**src/rtl/pcb_pkg.sv**
```systemverilog
package pcb_pkg;
  typedef enum logic [1:0] {
    PH_IDLE = 2'd0,
    PH_SCAN = 2'd1,
    PH_HOLD = 2'd2
  } phase_t;
endpackage

```
**src/rtl/pcb_page_latch.sv**
```systemverilog
module pcb_page_latch #(
  parameter int DATA_W = 8,
  parameter int DEPTH  = 32,
  parameter int OFF_W  = $clog2(DEPTH)
) (
  input  logic              clk,
  input  logic              rst,
  input  logic              wr_en,
  input  logic [OFF_W-1:0]  wr_off,
  input  logic [DATA_W-1:0] wr_data,
  input  logic              clr,
  input  logic              rd_en,
  input  logic [OFF_W-1:0]  rd_off,
  output logic [DATA_W-1:0] rd_data,
  output logic              rd_hit,
  output logic              any_mark
);
  // data store without reset so it maps onto block RAM
  logic [DATA_W-1:0] store [DEPTH];
  logic [DEPTH-1:0]  mark_q;

  always_ff @(posedge clk) begin
    if (wr_en) store[wr_off] <= wr_data;
    if (rd_en) rd_data <= store[rd_off];
  end

  always_ff @(posedge clk) begin
    if (rst) begin
      mark_q <= '0;
      rd_hit <= 1'b0;
    end else begin
      if (clr) mark_q <= '0;
      if (wr_en) mark_q[wr_off] <= 1'b1;
      rd_hit <= rd_en & mark_q[rd_off];
    end
  end

  assign any_mark = |mark_q;

  // a discard empties the mask
  assert_discard_empties_R8: assert property (@(posedge clk) disable iff (rst)
    (clr && !wr_en) |=> !any_mark);
endmodule

```
**src/rtl/pcb_commit_seq.sv**
```systemverilog
module pcb_commit_seq
  import pcb_pkg::*;
#(
  parameter int DEPTH = 32,
  parameter int OFF_W = $clog2(DEPTH),
  parameter int WCYC  = 100,
  parameter int CNT_W = $clog2(WCYC + 1)
) (
  input  logic             clk,
  input  logic             rst,
  input  logic             go,
  output logic             busy,
  output logic             scan_act,
  output logic [OFF_W-1:0] scan_off,
  output logic             scan_end
);
  localparam logic [OFF_W-1:0] LAST_OFF = OFF_W'(DEPTH - 1);
  localparam logic [CNT_W-1:0] CNT_END  = CNT_W'(WCYC - 1);

  phase_t           ph_q;
  logic [CNT_W-1:0] cnt_q;

  always_ff @(posedge clk) begin
    if (rst) begin
      ph_q     <= PH_IDLE;
      busy     <= 1'b0;
      cnt_q    <= '0;
      scan_off <= '0;
    end else begin
      case (ph_q)
        PH_IDLE: begin
          if (go) begin
            ph_q     <= PH_SCAN;
            busy     <= 1'b1;
            cnt_q    <= '0;
            scan_off <= '0;
          end
        end
        PH_SCAN: begin
          cnt_q    <= cnt_q + 1'b1;
          scan_off <= scan_off + 1'b1;
          if (scan_off == LAST_OFF) ph_q <= PH_HOLD;
        end
        PH_HOLD: begin
          if (cnt_q == CNT_END) begin
            busy <= 1'b0;
            ph_q <= PH_IDLE;
          end else begin
            cnt_q <= cnt_q + 1'b1;
          end
        end
        default: ph_q <= PH_IDLE;
      endcase
    end
  end

  assign scan_act = (ph_q == PH_SCAN);
  assign scan_end = scan_act && (scan_off == LAST_OFF);

  // the page scan always lies inside the busy window
  assert_scan_in_busy_R5: assert property (@(posedge clk) disable iff (rst)
    scan_act |-> busy);
endmodule

```
**src/rtl/page_commit_buf.sv**
```systemverilog
module page_commit_buf #(
  parameter int ADDR_W       = 12,
  parameter int DATA_W       = 8,
  parameter int PAGE_BYTES   = 32,
  parameter int WRITE_CYCLES = 100
) (
  input  logic              clk,
  input  logic              rst,
  input  logic              bus_start,
  input  logic              addr_load,
  input  logic [ADDR_W-1:0] addr_in,
  input  logic              byte_stb,
  input  logic [DATA_W-1:0] byte_in,
  input  logic              bus_stop,
  input  logic              abort_in,
  output logic              busy,
  output logic              mem_we,
  output logic [ADDR_W-1:0] mem_addr,
  output logic [DATA_W-1:0] mem_wdata
);
  localparam int OFF_W    = $clog2(PAGE_BYTES);
  localparam int PAGE_W   = ADDR_W - OFF_W;
  localparam int BUSY_CYC = (WRITE_CYCLES > PAGE_BYTES) ? WRITE_CYCLES : PAGE_BYTES + 1;

  logic [PAGE_W-1:0] page_q;
  logic [OFF_W-1:0]  off_q;
  logic              accept, discard, wr_en, go, any_mark;
  logic              scan_act, scan_end;
  logic [OFF_W-1:0]  scan_off;

  assign accept  = !busy;
  assign discard = accept & (bus_start | abort_in | addr_load);
  assign wr_en   = accept & byte_stb;
  assign go      = accept & bus_stop & any_mark;

  // address pointer: page is fixed, offset advances and wraps
  always_ff @(posedge clk) begin
    if (rst) begin
      page_q <= '0;
      off_q  <= '0;
    end else if (accept) begin
      if (addr_load) begin
        page_q <= addr_in[ADDR_W-1:OFF_W];
        off_q  <= addr_in[OFF_W-1:0];
      end else if (byte_stb) begin
        off_q <= off_q + 1'b1;
      end
    end
  end

  pcb_page_latch #(
    .DATA_W(DATA_W),
    .DEPTH (PAGE_BYTES),
    .OFF_W (OFF_W)
  ) u_latch (
    .clk     (clk),
    .rst     (rst),
    .wr_en   (wr_en),
    .wr_off  (off_q),
    .wr_data (byte_in),
    .clr     (discard | scan_end),
    .rd_en   (scan_act),
    .rd_off  (scan_off),
    .rd_data (mem_wdata),
    .rd_hit  (mem_we),
    .any_mark(any_mark)
  );

  pcb_commit_seq #(
    .DEPTH(PAGE_BYTES),
    .OFF_W(OFF_W),
    .WCYC (BUSY_CYC)
  ) u_seq (
    .clk     (clk),
    .rst     (rst),
    .go      (go),
    .busy    (busy),
    .scan_act(scan_act),
    .scan_off(scan_off),
    .scan_end(scan_end)
  );

  // write address registered alongside the latch read
  always_ff @(posedge clk) begin
    if (rst) mem_addr <= '0;
    else     mem_addr <= {page_q, scan_off};
  end

  // ---------------- assertions ----------------
  int unsigned busy_run;
  always_ff @(posedge clk) begin
    if (rst)       busy_run <= 0;
    else if (busy) busy_run <= busy_run + 1;
    else           busy_run <= 0;
  end

  assert_we_in_busy_R4: assert property (@(posedge clk) disable iff (rst)
    mem_we |-> busy);

  assert_busy_from_stop_R5: assert property (@(posedge clk) disable iff (rst)
    $rose(busy) |-> $past(bus_stop));

  assert_busy_len_R7: assert property (@(posedge clk) disable iff (rst)
    $fell(busy) |-> (busy_run == BUSY_CYC));

  assert_pointer_frozen_R9: assert property (@(posedge clk) disable iff (rst)
    busy |=> ($stable(off_q) && $stable(page_q)));

  assert_page_steady_R2: assert property (@(posedge clk) disable iff (rst)
    (mem_we && $past(mem_we)) |-> $stable(mem_addr[ADDR_W-1:OFF_W]));
endmodule

```
**config.mk**
```make
export PLATFORM = sky130hd
export DESIGN_NAME = page_commit_buf
export DESIGN_NICKNAME = d
export VERILOG_FILES = /design/src/rtl/pcb_pkg.sv /design/src/rtl/pcb_page_latch.sv /design/src/rtl/pcb_commit_seq.sv /design/src/rtl/page_commit_buf.sv
export SDC_FILE = /design/constraint.sdc
export NUM_CORES = 1
export LEC_CHECK = 0
export BUFFER_PORTS_ARGS = -buffer_cell sky130_fd_sc_hd__buf_2
export CAP_MARGIN = 20
export CORE_MARGIN = 1
export CORE_UTILIZATION = 40
export DETAILED_ROUTE_END_ITERATION = 8
export GPL_TIMING_DRIVEN = 0
export PLACE_DENSITY = 0.63
export SLEW_MARGIN = 20
export SYNTH_ARGS = -nofsm -noshare
export SYNTH_HDL_FRONTEND = slang
export SYNTH_SLANG_ARGS = --single-unit
```
**constraint.sdc**
```tcl
create_clock -name clk -period 2.1 [get_ports clk]
set_input_delay 0.315 -clock clk [delete_from_list [all_inputs] [get_ports clk]]
set_output_delay 0.315 -clock clk [all_outputs]
set_load 0.005 [all_outputs]
```
---- Word level (Yosys, flattened, before mapping) ----
Memories as Yosys holds them, arrays and structs flattened. A register that Yosys moved wholly into a read port is not among the register bits.
Index checks and enable logic that the tools add are counted.
Widths: inputs -> output; s select.
operators by class
  add/sub/neg operators ................... 3
  multiply operators ...................... 0
  div/mod/pow operators ................... 0
  magnitude comparators ................... 3
  equality and inequality tests ........... 8
  shifts and indexed selects .............. 0
  mux-type cells .......................... 23
  bitwise logic cells ..................... 10
  reductions and logical operators ........ 15
operators by type and width
  kind                 number
  $mux 32              3
  $or 32x32->32        1
  $reduce_or 32->1     1
  $pmux 7 s3           1
  $mux 5               3
  $mux 7               2
  $lt 5x6->1 const B   2
  $add 5x1->5 const B  2
  $pmux 5 s2           1
  $reduce_and 3->1     3
  $add 7x1->7 const B  1
  $eq 7x7->1 const B   1
  $mux 1               6
  $mux 2               3
  $pmux 2 s3           1
  $reduce_and 2->1     3
  $reduce_bool 2->1    3
  $and 1x1->1          5
  $bmux 1 s5           1
  $demux 1 s5          1
  $eq 5x5->1 const B   1
  $ge 5x1->1 const B   1
  $ne 2x1->1 const B   2
  $ne 2x2->1 const B   2
  other kinds (9)      12
word-level totals
  register bits ........................... 72
  bits in latches ......................... 0
  bits in writable memories ............... 256
  ROM bits ................................ 0
  input port bits ......................... 27
  output and inout port bits .............. 22
  word-level logic and storage cells ...... 72
  memories ................................ 1
memories
  memory         words  bits a word  read ports  clocked after memory_dff  wr ports  line                  RTL
  u_latch.store  32     8            1           1                         1         pcb_page_latch.sv:19  logic [DATA_W-1:0] store [DEPTH];

---- Depth between registers and ports, before layout ----
Gate-level depths: netlist (run 1).
  depth after elaboration ................. 8
  mapped depth ............................ 8
  depth with buffers taken out ............ 6

---- Modules after synthesis ----
A second synthesis (run 1) with hierarchy kept.
unflattened totals
  cell total of the unflattened synthesis .. 770
  area, all modules ....................... 13414.1 um^2
by module, submodules not included
  module           times used  cells each  area an instance (um^2)  sequential area each (um^2)
  pcb_page_latch   1           578         11572.3                  8588.2
  page_commit_buf  1           87          947.2                    480.5
  pcb_commit_seq   1           105         894.6                    300.3

---- Least setup slack after synthesis (run 1) ----
Ideal clock, no wire load.
  path kind ............................... register to register
  start point ............................. register u_seq.scan_off[1]
  end point ............................... register u_latch.rd_data[0], read port of u_latch.store (data pin)
  library setup time ...................... 254 ps
  arrival ................................. 1809 ps
  required time ........................... 1846 ps
  slack ................................... 37 ps
  stages on the path, launching flop included .. 6
  path buffers ............................ 2
  period minus slack after synthesis ...... 2063 ps
  cells stage by stage .................... dfxtp_1 -> buf_2 -> clkbuf_1 -> mux4_2 -> mux4_2 -> o21a_1
RTL lines
  item                    line                  RTL
  from (decl)             pcb_commit_seq.sv:14  output logic [OFF_W-1:0] scan_off,
  from (signal assigned)  pcb_commit_seq.sv:41  scan_off <= scan_off + 1'b1;
  to (decl)               pcb_page_latch.sv:14  output logic [DATA_W-1:0] rd_data,

==> results by group, run 1 <==
Floorplan
  – Placeable Area: 32,600 um2
  – DIE HEIGHT: around 180 um
  – I/O pins: 49
  – Initial Utilization: 40.8%
  – Die W: 184 um
  – Die Footprint: about 34,000 um2
  – Num rows: 66

Detailed routing
  – Starting DRC count in detailed routing: 626
  – Number of remaining DRC errors: 0
  – DR WL/cell: around 22 um
  – Via/cell ratio: 5.42
  – Routed Antenna Nets: 0
  – Post-Route WL: just under 30,000 um
  – Vias: between 7,000 and 8,000
  – DRT Pass-1 Iters: 5

Power and ir drop
  – Clock network fraction of total power: just over 40%
  – Lkg Pwr: 4.95 nW
  – Switching Share: 22.2%
  – Peak supply drop: between 400 and 500 uV
  – P_int: 11.3 mW
  – Comb power frac: 7.8%
  – Pwr per Cell Area: 934 nW/um2
  – Total Power Consumption: 14.5 mW
  – Switching power: 3.21 mW
  – Seq pwr share: 51.0%

Synthesis
  – EDFF count, synth: 264
  – FF+latch count, synth: 336
  – Mapped cell area: 13,300 um2
  – Netlist cell types: between 50 and 60
  – Primary FF master, synth: edfxtp_1
  – Synthesized-area fraction occupied by xor and xnor cells: 0%
  – Main combinational cell family by area after synthesis: multiplexers
  – Fraction of registers with async set/reset: 0%
  – Synth warn: 0
  – Post-synthesis mux area share: 15.9%
  – Post-synth top area share: approximately 60%
  – Post-synth top cells: edfxtp_1, nor2_1, mux4_2, dfxtp_1, a21oi_1
  – Simple-gate share of the synthesized area: under 10%
  – Syn avg cell area: between 15 and 20 um2
  – Adder-cell area share of the yosys netlist: 0.940%
  – Mapped Cells: 782
  – Area leader, netlist: edfxtp_1
  – Count leader, synth: edfxtp_1
  – Syn Nets: about 820
  – Synth Area in Compound Gates: under 10%
  – Synth area leaders: edfxtp_1, mux4_2, dfxtp_1
  – Register area share after synthesis: 70.4%

Final layout
  – Ratio of cells with drive above 1 in the final layout: 27.6%
  – Inserted Diodes: 0
  – Number of filler cells placed in the layout: ~2,800
  – Synth-to-Final Area Change: 16.4%
  – NumNets Final: 908
  – Cell Count, Final, Fillers Out: 1,339

Timing
  – Final Setup Violations: 183
  – Hold Fails Final Rpt: 0
  – Max Freq: between 0.4 and 0.5 GHz
  – Worst-Margin Slew: slightly below 0.7 ns
  – RSZ-0062 raised after global routing: true
  – Minimum clock period: 2.26 ns
  – Setup ws final: -0.164 ns
  – Sum Neg Setup Slack: -8.08 ns
  – Relative slew slack: 54.9%
  – Final worst-path cycle share: 108%
  – Slew Viols, Final: 0
  – Clock skew: 0.0170 ns

Placed design
  – GP Congestion: 0.843
  – DP Cell Count: 1,272
  – IO Port Bufs: 48
  – DP Wirelength: 18,800 um
  – Dpl ws: -0.595 ns

Clock network
  – Hold-fix buffers at CTS: 0
  – CTS Root Cell: clkbuf_16
  – Clock buffer depth: 3
  – TritonCTS buffer count: 35
  – CTS tree: built
  – Clock-pin transition on the worst setup and hold timing paths: 0.06 ns
  – Htree depth: 2
  – Worst-skew pair later-pin latency: around 0.50 ns
  – Clk sink count: approximately 340

Setup path
  – CP Class: reg2reg
  – Crit. End Element: flip-flop
  – CP Data Arrival Time: ~2.5 ns
  – CP startpoint kind: flip-flop
  – Crit-path slowest cell: mux4_2
  – Peak fanout along the critical path: 5
  – CP Cell Sequence: buf_12, buf_12, mux4_2, mux4_2, o21a_1
  – Worst EP required: 2.35 ns
  – CP max stage delay: between 0.5 and 0.6 ns

Job
  – Maxcap violations: 0

Status
  – Failing checks: negative setup slack
  – Status: finished with violations

GRT
  – Grt ovf: 0
  – Initial antenna violation count: 0
  – Largest net degree at the start of global routing: 33
  – First-pass GRT wire length: 43,500 um
  – Vias in the first global route: 7,088
  – Total GRT Usage: 17.5%

Worst hold path
  – Min-Delay Path Class: in2reg
[power groups by stage]
stage	combinational (mW)	sequential, mW	clock (mW)
global placement	1.03	7.52	0
finish	1.13	7.38	5.96
global route	1.23	7.39	6.30
floorplan	0.664	7.51	0
detailed placement	1.04	7.52	0
CTS	1.09	7.38	6.05
[flip-flops by register name, summed over array words and instances (netlist names), 2 cells and up]
name and flops:
page_q 7, u_latch.mark_q 32, u_seq.scan_off 5, u_seq.ph_q 2, u_latch.rd_data 8, off_q 5
mem_addr 12, u_latch.store 256, u_seq.cnt_q 7
[per-layer routing]
metal	up-vias	part of all wire [%]	GRT usage [%]
met5	-	0	0
met2	243	48	28.4
met1	3690	44	24.2
met4	0	2.2	4.83
li1	3276	-	-
met3	52	5.8	3.30
[critical path, delay by kind of cell (launching register included)]
kind	cells	cell delay [ns]
AOI/OAI and AO/OA	1	0.23
buffers and inverters	2	0.27
DFF	1	0.40
muxes	2	1.10
[cell type report]
cell class / count / area (um2) / share of cell area (%)
flip-flops and latches: 336 / 9370 / 60.5
multi-input cells: 390 / 3800 / 24.5
clock buffers: 48 / 1020 / 6.55
well taps: 442 / 553 / 3.57
plain buffers: 45 / 337 / 2.17
repair buffers: 52 / 290 / 1.87
clock inverters: 15 / 93.8 / 0.605
inverters: 11 / 41.3 / 0.266
[cells in the final DEF, fill, tap and decap left out, drive strengths merged, types with 2 or more instances in the layout]
master,n
mux2i,25
or3,2
a211oi,2
nor4,10
or3b,2
nand4,2
o21ai,9
nand4b,2
nor3,5
nor2b,17
edfxtp,264
a22oi,9
a32o,2
clkbuf,70
o211ai,2
o32ai,2
and3,2
o31ai,3
and2,2
ha,10
o21a,9
buf,74
mux4,81
a21oi,46
nor2,78
nand3b,3
dfxtp,72
clkinv,14
nand3,15
inv,11
nand2,33
[cells by family (layout without fill, tap and decap cells)]
family,Yosys count,after routing
multiplexers,107,107
adder cells (fa/ha/maj),10,10
AND/OR/NAND/NOR,175,175
buffers and inverters,56,171
AO/OA/AOI/OAI,98,98
flip-flops,336,336
[path summary, 6_finish.rpt]
check / startpoint / to / slack [ns] / depth (start not counted)
max reg2reg: u_seq.scan_off[0] / u_latch.rd_data[7] / -0.16 / 5
max: u_seq.scan_off[0] / u_latch.rd_data[7] / -0.16 / 5
min: addr_in[6] / page_q[1] / 0.07 / 3
min reg2reg: page_q[4] / page_q[4] / 0.45 / 2
[per-stage QoR]
step                hold WS, ns  util (%)  cell area, um2
global placement          0.438      43.2           14100
finish                   0.0692      47.5           15500
CTS                      0.0538      47.2           15400
global route             0.0560      47.5           15500
detailed placement        0.443      43.2           14100
floorplan                 0.398         -           13300
[timing repair]
item	CTS	global route
buffers inserted	2	1
setup endpoints to repair	303	303
gates cloned	1	0
gates resized for setup	46	44
pin swaps	0	1
Note: power is estimated with default switching activity, not from simulation.
==> run 2: changes to the inputs <==
--- a/config.mk
+++ b/config.mk
@@ -11,7 +11,7 @@
 export CORE_UTILIZATION = 40
 export DETAILED_ROUTE_END_ITERATION = 8
 export GPL_TIMING_DRIVEN = 0
-export PLACE_DENSITY = 0.63
+export PLACE_DENSITY_LB_ADDON = 0.12
 export SLEW_MARGIN = 20
 export SYNTH_ARGS = -nofsm -noshare
 export SYNTH_HDL_FRONTEND = slang
==> results by group, run 2 (synthesis gave the netlist of run 1 again) <==
Setup path
  – Buf/Inv on CP: 3 (+1)
  – CP Class: reg2reg
  – Worst Setup SP: u_seq.scan_off[0]
  – Crit-path slowest cell: mux4_2
  – Worst EP required: 2.36 ns (about the same)
  – Crit. End Element: flip-flop
  – Setup slack, reg-to-reg: -0.15 ns (about the same)
  – Peak fanout along the critical path: 8 (+3)
  – Most used cell, CP: buf_12
  – CP startpoint kind: flip-flop
  – CP Data Arrival Time: 2.51 ns (about the same)
  – Family with the most delay on the worst path: multiplexers
  – R2R depth: 7 (+2)
  – Reg2reg start: u_seq.scan_off[0]
  – CP max stage delay: 0.53 ns (-0.04 ns)
  – CP Cell Sequence: buf_12, buf_12, buf_12, mux4_2, mux2i_4, a22oi_2, o21a_1
  – Worst r2r dst: u_latch.rd_data[3]

Power and ir drop
  – Total Power Consumption: 15.1 mW (+4.5%)
  – Seq pwr share: 48.9% (-2.1 points)
  – Peak supply drop: 632 uV (+29%)
  – Switching Share: 22.2% (+0.030 points)
  – Lkg Pwr: 5.06 nW (+2.2%)
  – Comb power frac: 7.9% (about the same)
  – P_int: 11.8 mW (+4.4%)
  – Switching power: 3.36 mW (+4.6%)
  – Clock network fraction of total power: 43.3% (+2.1 points)
  – Pwr per Cell Area: 946 nW/um2 (+1.3%)

GRT
  – Vias in the first global route: 7,810 (+10%)
  – First-pass GRT wire length: 47,700 um (+9.6%)
  – Largest net degree at the start of global routing: 33 (unchanged)
  – Initial antenna violation count: 0 (unchanged)
  – Total GRT Usage: 19.1% (+1.6 points)
  – Grt ovf: 0 (unchanged)

Timing
  – Final hold slack: 0.0329 ns (-0.0363 ns)
  – Max Freq: 0.444 GHz (+0.47%)
  – Minimum clock period: 2.25 ns (-0.0105 ns)
  – Relative slew slack: 56.3% (+1.3 points)
  – Clock skew: 0.0122 ns (-0.00478 ns)
  – Slew Viols, Final: 0 (unchanged)
  – Hold Fails Final Rpt: 0 (unchanged)
  – Setup ws final: -0.154 ns (+0.0105 ns)
  – Worst-Margin Slew: 0.656 ns (-0.0202 ns)
  – RSZ-0062 raised after global routing: true
  – Final Setup Violations: 8 (-96%)
  – Final worst-path cycle share: 107% (-0.50 points)
  – Sum Neg Setup Slack: -0.844 ns (+7.23 ns)

Clock network
  – Clock buffer depth: 3 (unchanged)
  – Htree depth: 2 (unchanged)
  – TritonCTS buffer count: 37 (+5.7%)
  – Clock-pin transition on the worst setup and hold timing paths: 0.06 ns (about the same)
  – Worst-skew pair later-pin latency: 0.52 ns (+0.02 ns)
  – CTS Root Cell: clkbuf_16
  – Clk sink count: 336 (unchanged)
  – CTS tree: built

Final layout
  – Synth-to-Final Area Change: 20.0%
  – Area taken by flip-flops and latches: 9370 um2 (unchanged)
  – Ratio of cells with drive above 1 in the final layout: 30.0% (+2.4 points)
  – Finished Core Util: 49.0% (+1.5 points)
  – Largest registers: u_latch.store (256), u_latch.mark_q (32), mem_addr (12)
  – Multi-input combinational cell area: 4080 um2 (+7.4%)
  – Number of filler cells placed in the layout: 2,710 (-2.7%)
  – Final instance area: 16,000 um2 (+3.1%)
  – Inserted Diodes: 0 (unchanged)
  – Commonest non-fill, non-tap cell in the layout: edfxtp_1
  – Largest register FFs: 256 (unchanged)
  – NumNets Final: 912 (+0.44%)
  – Most frequent cells in the layout: edfxtp_1, mux4_2, dfxtp_1
  – Largest Register: u_latch.store

Worst hold path
  – Min-Delay Path Class: in2reg
  – Hold Crit Depth: 2 (-1)
  – Worst Hold Launch: rst
  – Worst-case hold path end point: mem_addr[0]

Placed design
  – Placed cell area: 14,100 um2 (unchanged)
  – IO Port Bufs: 48 (unchanged)
  – DP Wirelength: 20,700 um (+10%)
  – GP Congestion: 0.816 (-3.3%)

Floorplan
  – Placeable Area: 32,600 um2 (unchanged)
  – Die Footprint: 34,000 um2 (unchanged)
  – Initial Utilization: 40.8% (unchanged)
  – I/O pins: 49 (unchanged)
  – Die W: 184 um (unchanged)
  – DIE HEIGHT: 184 um (unchanged)
  – Num rows: 66 (unchanged)

Status
  – Failing checks: negative setup slack
  – Status: finished with violations

Detailed routing
  – Vias: 7,439 (+2.5%)
  – Routed Antenna Nets: 0 (unchanged)
  – Via/cell ratio: 5.53 (+2.0%)
  – Starting DRC count in detailed routing: 573 (-8.5%)
  – DR WL/cell: 23.4 um (+6.5%)
  – Post-Route WL: 31,500 um (+7.0%)
  – Number of remaining DRC errors: 0 (unchanged)
  – DRT Pass-1 Iters: 7 (+2)

Job
  – Maxcap violations: 0 (unchanged)
## run 2: changes by cell type in the layout (fill, tap and decap cells not counted), moves of 7 or more
cell	previous run	this run
a22oi_2	0	7
nor2_4	1	32
mux2i_4	0	7
nor2_2	31	0
a22oi_1	9	2
## run 2: area by class of cell
class / count / share of cell area (%)
plain buffers: 44 / 2.21
clock buffers: 46 / 6.47
well taps: 442 / 3.46
multi-input cells: 390 / 25.5
repair buffers: 55 / 2.16
inverters: 11 / 0.258
flip-flops and latches: 336 / 58.7
clock inverters: 21 / 1.29
## run 2: timing repair
action,in CTS,in global routing
setup buffers,3,2
gates cloned,2,0
gates resized for setup,78,65
pin swaps,1,8
endpoints found under the setup margin,305,292
hold buffers,0,0
## run 2: worst max path at each step
stage / depth (start not counted) / slack (ns) / endpoint
final: 7 / -0.15 / u_latch.rd_data[3]
after CTS: 3 / -0.29 / u_latch.store[1][5]
after floorplan: 5 / 0.04 / u_latch.rd_data[0]
after detailed placement: 7 / -0.76 / u_latch.rd_data[3]
after global placement: 7 / -0.72 / u_latch.rd_data[3]
after global routing: 7 / -0.18 / u_latch.rd_data[3]
## run 2: routing by layer
layer,GRT usage (%),part of all wire (%),up-vias
li1,-,-,3292
met1,26.4,43,3890
met2,31.7,50,221
met3,3.18,5.0,36
met4,4.53,1.4,0
met5,0,0,-
## run 2: stage by stage
| step | instances | worst slack, ns |
|---|---|---|
| 2_1_floorplan | 782 | 0.0366 |
| 3_3_place_gp | 1272 | -0.717 |
| 3_5_place_dp | 1272 | -0.756 |
| 4_1_cts | 1344 | -0.286 |
| 5_1_grt | 1345 | -0.176 |
| 6_report | 1345 | -0.154 |
## run 2: power groups by stage
stage	clock, mW	combinational, mW	sequential (mW)
5_1_grt	6.93	1.29	7.40
3_5_place_dp	0	1.04	7.53
4_1_cts	6.67	1.11	7.39
3_3_place_gp	0	1.00	7.52
6_report	6.54	1.19	7.39
2_1_floorplan	0	0.664	7.51
==> run 3: changes to the inputs <==
--- a/config.mk
+++ b/config.mk
@@ -12,6 +12,7 @@
 export DETAILED_ROUTE_END_ITERATION = 8
 export GPL_TIMING_DRIVEN = 0
 export PLACE_DENSITY_LB_ADDON = 0.12
+export SKIP_CTS_REPAIR_TIMING = 1
 export SLEW_MARGIN = 20
 export SYNTH_ARGS = -nofsm -noshare
 export SYNTH_HDL_FRONTEND = slang
==> results by group, run 3 (synthesis gave the netlist of run 1 again) <==
Status
  – Status: finished with violations
  – Failing checks: negative setup slack

Clock network
  – Htree depth: 2 (unchanged)
  – TritonCTS buffer count: 37 (unchanged)
  – Clock buffer depth: 3 (unchanged)
  – Worst-skew pair later-pin latency: 0.52 ns (about the same)
  – Clock-pin transition on the worst setup and hold timing paths: 0.06 ns (about the same)
  – CTS tree: built
  – CTS Root Cell: clkbuf_16
  – Clk sink count: 336 (unchanged)

Detailed routing
  – Number of remaining DRC errors: 0 (unchanged)
  – Met1 WL: 13,500 um (-1.2%)
  – Starting DRC count in detailed routing: 503 (-12%)
  – DR WL/cell: 23.0 um (-1.7%)
  – Routed Antenna Nets: 0 (unchanged)
  – Post-Route WL: 31,100 um (-1.3%)
  – DRT Pass-1 Iters: 5 (-2)
  – Met3 routed WL: 1560 um (-0.89%)
  – WL met2: 15,600 um (-1.5%)
  – Max layer used: met4
  – Vias: 7,377 (-0.83%)
  – Via/cell ratio: 5.46 (-1.3%)

Setup path
  – CP max stage delay: 0.52 ns (about the same)
  – R2R depth: 5 (-2)
  – Crit-path slowest cell: mux4_2
  – Worst EP required: 2.34 ns (-0.02 ns)
  – Setup slack, reg-to-reg: -0.14 ns (about the same)
  – Reg2reg start: u_seq.scan_off[0]
  – CP startpoint kind: flip-flop
  – CP Class: reg2reg
  – CP Data Arrival Time: 2.49 ns (-0.02 ns)
  – Peak fanout along the critical path: 8 (unchanged)
  – CP Cell Sequence: buf_12, buf_16, mux4_2, mux4_2, o21a_1
  – Worst r2r dst: u_latch.rd_data[5]
  – Most used cell, CP: mux4_2
  – Crit. End Element: flip-flop

Placed design
  – DP Wirelength: 20,700 um (unchanged)
  – IO Port Bufs: 48 (unchanged)
  – GP Congestion: 0.816 (unchanged)

Final layout
  – NumNets Final: 918 (+0.66%)
  – Finished Core Util: 49.0% (about the same)
  – Largest register FFs: 256 (unchanged)
  – Largest registers: u_latch.store (256), u_latch.mark_q (32), mem_addr (12)
  – Ratio of cells with drive above 1 in the final layout: 30.4% (+0.35 points)
  – Most frequent cells in the layout: edfxtp_1, mux4_2, dfxtp_1
  – Synth-to-Final Area Change: 20.1% (about the same)
  – Commonest non-fill, non-tap cell in the layout: edfxtp_1
  – Largest Register: u_latch.store
  – Inserted Diodes: 0 (unchanged)

Floorplan
  – Num rows: 66 (unchanged)
  – Initial Utilization: 40.8% (unchanged)
  – Die Footprint: 34,000 um2 (unchanged)
  – Placeable Area: 32,600 um2 (unchanged)
  – DIE HEIGHT: 184 um (unchanged)
  – Die W: 184 um (unchanged)
  – I/O pins: 49 (unchanged)

GRT
  – Initial antenna violation count: 0 (unchanged)
  – Grt ovf: 0 (unchanged)
  – First-pass GRT wire length: 46,900 um (-1.5%)
  – Vias in the first global route: 7,771 (-0.50%)
  – Largest net degree at the start of global routing: 33 (unchanged)
  – Total GRT Usage: 18.8% (-0.32 points)

Timing
  – Minimum clock period: 2.24 ns (-0.0112 ns)
  – Worst-Margin Slew: 0.636 ns (-0.0199 ns)
  – RSZ-0062 raised after global routing: true
  – Hold Fails Final Rpt: 0 (unchanged)
  – Clock skew: 0.0120 ns (-0.000271 ns)
  – Setup ws final: -0.143 ns (+0.0112 ns)
  – Slew Viols, Final: 0 (unchanged)
  – Sum Neg Setup Slack: -0.879 ns (-0.0347 ns)
  – Max Freq: 0.446 GHz (+0.50%)
  – Final worst-path cycle share: 107% (-0.53 points)
  – Final Setup Violations: 8 (unchanged)
  – Relative slew slack: 57.6% (+1.3 points)
  – Final hold slack: 0.0365 ns (+0.00361 ns)

Power and ir drop
  – Lkg Pwr: 5.09 nW (+0.55%)
  – Peak supply drop: 633 uV (+0.20%)
  – Pwr per Cell Area: 946 nW/um2 (about the same)

Worst hold path
  – Hold Crit Depth: 2 (unchanged)
  – Worst-case hold path end point: mem_addr[0]
  – Min-Delay Path Class: in2reg
  – Worst Hold Launch: rst

Job
  – Maxcap violations: 0 (unchanged)
==> run 3: cell type report <==
class | count | area (um2)
well taps | 442 | 553
multi-input cells | 390 | 4060
repair buffers | 61 | 368
clock inverters | 21 | 206
clock buffers | 46 | 1030
plain buffers | 44 | 357
inverters | 11 | 41.3
flip-flops and latches | 336 | 9370
fillers | 2714 | 16600
==> run 3: stage by stage <==
stage	worst slack [ns]	std cells	area [um2]	total power, mW
finish	-0.143	1351	16000	15.1
global route	-0.164	1351	16000	15.6
CTS	-0.786	1339	15300	15.1
detailed placement	-0.756	1272	14100	8.56
global placement	-0.717	1272	14100	8.52
floorplan	0.0366	782	13300	8.17
==> run 3: report_power, final <==
group	internal (mW)	switching, mW	leakage (nW)
clock network	3.99	2.55	0.610
logic	0.455	0.735	1.52
registers	7.32	0.0623	2.96
total	11.8	3.35	5.09
==> run 3: worst max path at each step <==
stage	startpoint	slack, ns	endpoint	cells past startpoint
finish	u_seq.scan_off[0]	-0.14	u_latch.rd_data[5]	5
global route	u_seq.scan_off[0]	-0.16	u_latch.rd_data[7]	5
detailed placement	u_seq.scan_off[1]	-0.76	u_latch.rd_data[3]	7
floorplan	u_seq.scan_off[1]	0.04	u_latch.rd_data[0]	5
global placement	u_seq.scan_off[1]	-0.72	u_latch.rd_data[3]	7
CTS	u_seq.scan_off[1]	-0.79	u_latch.rd_data[3]	7
==> run 3: worst max-delay path, delay by kind of cell, from the launching register on <==
family / cells / cell delay [ns]
mux: 2 / 1.01
flops: 1 / 0.41
buf+inv: 2 / 0.30
compound gates: 1 / 0.24
==> run 3: per-layer routing <==
metal / global-route usage [%] / vias to the layer above
met1: 25.8 / 3816
met4: 4.77 / 0
li1: - / 3301
met3: 3.08 / 38
met2: 31.2 / 222
met5: 0 / -
